## src/rtl/icd_pkg.sv

```systemverilog
package icd_pkg;
  typedef enum logic [0:0] {
    REQ_IDLE   = 1'b0,
    REQ_ACTIVE = 1'b1
  } irq_state_e;
endpackage

```

## src/rtl/icd_bank.sv

```systemverilog
module icd_bank #(
  parameter int W = 8
) (
  input  logic         clk,
  input  logic         rst,
  input  logic [W-1:0] pin_lvl,
  input  logic [W-1:0] mask,
  input  logic         rd_clr,
  output logic [W-1:0] stat_o,
  output logic         any_o
);
  logic [W-1:0] ref_q;
  logic [W-1:0] pend_q;
  logic [W-1:0] hit;

  assign hit = (pin_lvl ^ ref_q) & ~mask;

  always_ff @(posedge clk) begin
    if (rst || rd_clr) begin
      pend_q <= '0;
      ref_q  <= pin_lvl;
    end else begin
      pend_q <= pend_q | hit;
    end
  end

  assign stat_o = pend_q & ~mask;
  assign any_o  = |stat_o;

  AST_CLEAR_EMPTIES: assert property (@(posedge clk) disable iff (rst)
    rd_clr |=> pend_q == '0);
  AST_REF_RELOAD: assert property (@(posedge clk) disable iff (rst)
    rd_clr |=> ref_q == $past(pin_lvl));
  AST_PEND_STICKY: assert property (@(posedge clk) disable iff (rst)
    !rd_clr |=> (pend_q & $past(pend_q)) == $past(pend_q));
endmodule

```

## src/rtl/icd_status_port.sv

```systemverilog
module icd_status_port #(
  parameter int BANKS = 2,
  parameter int W     = 8,
  parameter int SELW  = 1
) (
  input  logic               clk,
  input  logic               rst,
  input  logic               req,
  input  logic [SELW-1:0]    sel,
  input  logic [BANKS*W-1:0] stat_flat,
  output logic [W-1:0]       data_o,
  output logic               vld_o
);
  always_ff @(posedge clk) begin
    if (rst) begin
      data_o <= '0;
      vld_o  <= 1'b0;
    end else begin
      vld_o <= req;
      if (req) begin
        if (int'(sel) < BANKS) data_o <= stat_flat[int'(sel)*W +: W];
        else                   data_o <= '0;
      end
    end
  end
endmodule

```

## src/rtl/icd_irq_ctrl.sv

```systemverilog
module icd_irq_ctrl #(
  parameter int BANKS  = 2,
  parameter int BANK_W = 8,
  parameter int SELW   = (BANKS > 1) ? $clog2(BANKS) : 1
) (
  input  logic                    clk,
  input  logic                    rst,
  input  logic [BANKS*BANK_W-1:0] pin_lvl,
  input  logic [BANKS*BANK_W-1:0] irq_mask,
  input  logic [BANKS-1:0]        in_rd_strobe,
  input  logic                    stat_req,
  input  logic [SELW-1:0]         stat_sel,
  output logic [BANK_W-1:0]       stat_data,
  output logic                    stat_vld,
  output logic                    irq_oe
);
  import icd_pkg::*;

  localparam int NPINS = BANKS * BANK_W;

  logic [NPINS-1:0] stat_flat;
  logic [BANKS-1:0] bank_any;
  irq_state_e       irq_q;

  for (genvar b = 0; b < BANKS; b++) begin : g_bank
    icd_bank #(.W(BANK_W)) u_bank (
      .clk     (clk),
      .rst     (rst),
      .pin_lvl (pin_lvl[b*BANK_W +: BANK_W]),
      .mask    (irq_mask[b*BANK_W +: BANK_W]),
      .rd_clr  (in_rd_strobe[b]),
      .stat_o  (stat_flat[b*BANK_W +: BANK_W]),
      .any_o   (bank_any[b])
    );
  end

  icd_status_port #(.BANKS(BANKS), .W(BANK_W), .SELW(SELW)) u_stat (
    .clk       (clk),
    .rst       (rst),
    .req       (stat_req),
    .sel       (stat_sel),
    .stat_flat (stat_flat),
    .data_o    (stat_data),
    .vld_o     (stat_vld)
  );

  always_ff @(posedge clk) begin
    if (rst) irq_q <= REQ_IDLE;
    else     irq_q <= (|bank_any) ? REQ_ACTIVE : REQ_IDLE;
  end

  assign irq_oe = (irq_q == REQ_ACTIVE);

  logic [BANK_W-1:0] sel_mask;
  always_comb begin
    sel_mask = '0;
    if (int'(stat_sel) < BANKS) sel_mask = irq_mask[int'(stat_sel)*BANK_W +: BANK_W];
  end

  AST_RESET_QUIET: assert property (@(posedge clk)
    rst |=> (!irq_oe && !stat_vld));
  AST_MASKED_READS_ZERO: assert property (@(posedge clk) disable iff (rst)
    stat_req |=> (stat_data & $past(sel_mask)) == '0);
  AST_ALL_MASKED_QUIET: assert property (@(posedge clk) disable iff (rst)
    (&irq_mask) && $past(&irq_mask) && !$past(rst) |=> !irq_oe);
endmodule

```

## config.mk

```make
export PLATFORM = sky130hd
export DESIGN_NAME = icd_irq_ctrl
export DESIGN_NICKNAME = d
export VERILOG_FILES = /design/src/rtl/icd_pkg.sv /design/src/rtl/icd_bank.sv /design/src/rtl/icd_status_port.sv /design/src/rtl/icd_irq_ctrl.sv
export SDC_FILE = /design/constraint.sdc
export NUM_CORES = 1
export LEC_CHECK = 0
export BUFFER_PORTS_ARGS = -buffer_cell sky130_fd_sc_hd__buf_2
export CORE_ASPECT_RATIO = 0.5
export CORE_MARGIN = 2
export CORE_UTILIZATION = 37
export DETAILED_ROUTE_END_ITERATION = 7
export PLACE_DENSITY_LB_ADDON = 0.05
export SLEW_MARGIN = 20
export SYNTH_ARGS = -nofsm -noshare
export SYNTH_HDL_FRONTEND = slang
export SYNTH_HIERARCHICAL = 1
export SYNTH_SLANG_ARGS = --single-unit
```

## constraint.sdc

```tcl
create_clock -name clk -period 1 [get_ports clk]
set_input_delay 0.05 -clock clk [delete_from_list [all_inputs] [get_ports clk]]
set_output_delay 0.05 -clock clk [all_outputs]
set_load 0.02 [all_outputs]
```

==> results.yml <==
global_route:
  grt_pass1_vias: 1137
  grt_pass1_wl_mm: 5.40
  grt_util_all_layers_pct: 13.5
  grt_antenna_before_repair: 0
  grt_max_degree: 18
  grt_overflow: 0
setup_path:
  cp-start-kind: "flip-flop"
  critPathKind: "flip-flop to flip-flop"
  crit_path_start: "g_bank[1].u_bank/pend_q[2]"
  max_stage_delay_ns: 0.32
  crit_required_ns: 1.18
  crit_fanout: 2
  path_cells: "nor2b_4 > nor4_2 > nand2_1 > o21ba_1"
  rrSetupSlack_ns: -0.09
  cp-end-kind: "flip-flop"
  crit_arrival_ns: 1.27
  r2r-start: "g_bank[1].u_bank/pend_q[2]"
  cpMaxStageDelayCell: "dfxtp_2"
clock_network:
  tritoncts: "yes"
  cts_max_path_buffers: 2
  htree_levels: 2
  cts_buffers: 5
  clock-root-buffer: "clkbuf_8"
  numClockSinks: 42
  clock_latency_ns: 0.28
  path_clk_slew_ns: 0.08
timing:
  rsz0062_at_grt: "true"
  maxClockFrequency_mhz: 918
  slew_violations: 0
  tightest_slew_ns: 0.342
  maxSlewHeadroom_pct: 77.2
  fin_crit_ns: 1.09
  finalSetupViolCount: 1
  final.period_utilization_pct: 109
  fin_ws_ns: -0.0891
  clock_skew_ns: 0.00439
  hold_slack_ns: 0.0954
  hold_viol_final: 0
logic_synthesis:
  synthesis.area_mm2: 0.00179
  yosysTopAreaCellShare_pct: 29.1
  syn-num-nets: 184
  yosys_warnings: 6
  yosysTopAreaCell: "dfxtp_1"
  synth_area_per_cell_um2: 12.3
  yosysSeqAreaShare_pct: 55.9
  yosysUniqueCellTypes: 17
  synth.top_cells.by_area: "dfxtp_1 29%, edfxtp_1 27%, xnor2_1 7.8%"
  ys_ff_latch: 42
  syn_inst: 146
min_path:
  hold_path.startpoint: "irq_mask[7]"
  hold_class: "primary input to flip-flop"
place:
  port_buffers: 47
  gp_congestion: 0.679
  postPlaceCellArea_mm2: 0.00214
  dp_cells: 264
  place_hpwl_mm: 2.55
pwr:
  ir_worst_vdd_mv: 0.737
  power_uw: 3530
  p_leak_uw: 0.00100
  cellPowerDensity_mw_per_mm2: 1430
die:
  die_x_um: 102
  die_h_um: 53.2
  start_util_pct: 39.5
  dieArea_mm2: 0.00544
  core_area_mm2: 0.00453
  num_io_pins: 48
  row_count: 17
job:
  maxCapViolations: 0
route:
  routed-via-count: 1241
  wl_per_cell_um: 12.2
  drt-initial-drc-count: 42
  drtPass1Iterations: 4
  ant_nets: 0
  drc: 0
  drt_wl_total_mm: 3.52
  vias_per_cell: 4.29
cells_and_area:
  final_area_mm2: 0.00246
  area_growth_pct: 37.7
  final_cells: 289
  antenna_cells: 0
  drive_above_1_share_pct: 41.3
  fin_nets: 260
status:
  violations: "setup timing"
  outcome: "finished, violations left"
-- worst max-delay path, delay by kind of cell, from the launching register on --
| family | cells | cell delay (ns) |
|---|---|---|
| AOI/OAI and AO/OA | 1 | 0.18 |
| DFF | 1 | 0.32 |
| and+or+nand+nor | 3 | 0.48 |
-- synthesized netlist by cell type (all sizes together) --
cell,count
dfxtp,26
nor2b,17
buf,4
a211oi,8
nand2,2
inv,2
o21a,16
edfxtp,16
nor4,4
o21ba,1
mux2i,8
xnor2,16
nor2,26
-- area by class of cell --
cell class                      instances  area, um2
Timing Repair Buffer                   73        482
Tap cell                               66       82.6
Multi-Input combinational cell         98        801
Inverter                                2       7.51
Clock inverter                          2       8.76
Clock buffer                            6       72.6
Sequential cell                        42       1010
Fill cell                             433       2070
-- logic make-up (layout without fill, tap and decap cells) --
group | count (synthesis) | in the layout | synth area share (%)
AO/OA/AOI/OAI | 25 | 25 | 10.6
AND/OR/NAND/NOR | 49 | 49 | 18.8
flip-flops | 42 | 42 | 55.9
buffers and inverters | 6 | 83 | 2.31
multiplexers | 8 | 8 | 4.48
XOR/XNOR | 16 | 16 | 7.83
-- layer usage --
layer | global-route usage (%) | vias to the layer above | share of wire, %
met2 | 18.4 | 29 | 38
met1 | 19.9 | 558 | 56
met5 | 0 | - | 0
met4 | 2.67 | 0 | 0.31
li1 | - | 652 | -
met3 | 5.28 | 2 | 5.8
-- stage by stage --
| stage | TNS (ns) | utilization, % | setup slack (ns) |
|---|---|---|---|
| 4_1_cts | -0.0900 | 53.2 | -0.0900 |
| 2_1_floorplan | 0 | - | 0.00158 |
| 5_1_grt | -0.224 | 54.4 | -0.138 |
| 3_3_place_gp | -0.160 | 47.3 | -0.0843 |
| 3_5_place_dp | -0.232 | 47.3 | -0.0870 |
| 6_report | -0.0891 | 54.4 | -0.0891 |
-- layout by cell type (no fill, tap or decap), types with 2 or more instances in the layout --
cell type      synthesis  layout
buf_2                  0      47
nor2_1                24      24
dfxtp_1               26      19
xnor2_1               16      16
o21a_1                16      16
edfxtp_1              16      16
dlygate4sd3_1          0      16
nor2b_4                8      13
mux2i_1                8       8
a211oi_1               8       8
dfxtp_2                0       7
buf_4                  1       7
clkbuf_8               0       5
nor2b_2                0       3
nor4_2                 4       3
buf_6                  2       3
nand2_1                2       2
nor2_4                 2       2
inv_1                  2       2
-- sequential cells by signal (all words and copies together) (netlist names) --
signal	flops
g_bank.u_bank/pend_q	16
g_bank.u_bank/ref_q	16
u_stat/data_o	8
u_stat/vld_o	1
irq_oe	1
-- worst paths after layout --
kind,cells past startpoint,end
max,4,irq_oe
min,3,g_bank[0].u_bank/pend_q[7]
min reg2reg,1,g_bank[1].u_bank/pend_q[0]
max reg2reg,4,irq_oe
-- what timing repair did --
action | in CTS | in global routing
hold endpoints to repair | 16 | 0
buffers inserted | 1 | 0
resized for setup | 8 | 16
pin swaps | 4 | 9
hold buffers | 16 | 0
endpoints found under the setup margin | 5 | 9
-- report_power, final --
| part | internal [uW] | switching [uW] |
|---|---|---|
| logic | 295 | 251 |
| clock network | 481 | 554 |
| registers | 1900 | 50.3 |
| total | 2680 | 856 |
(Power assumes the default switching activity.)
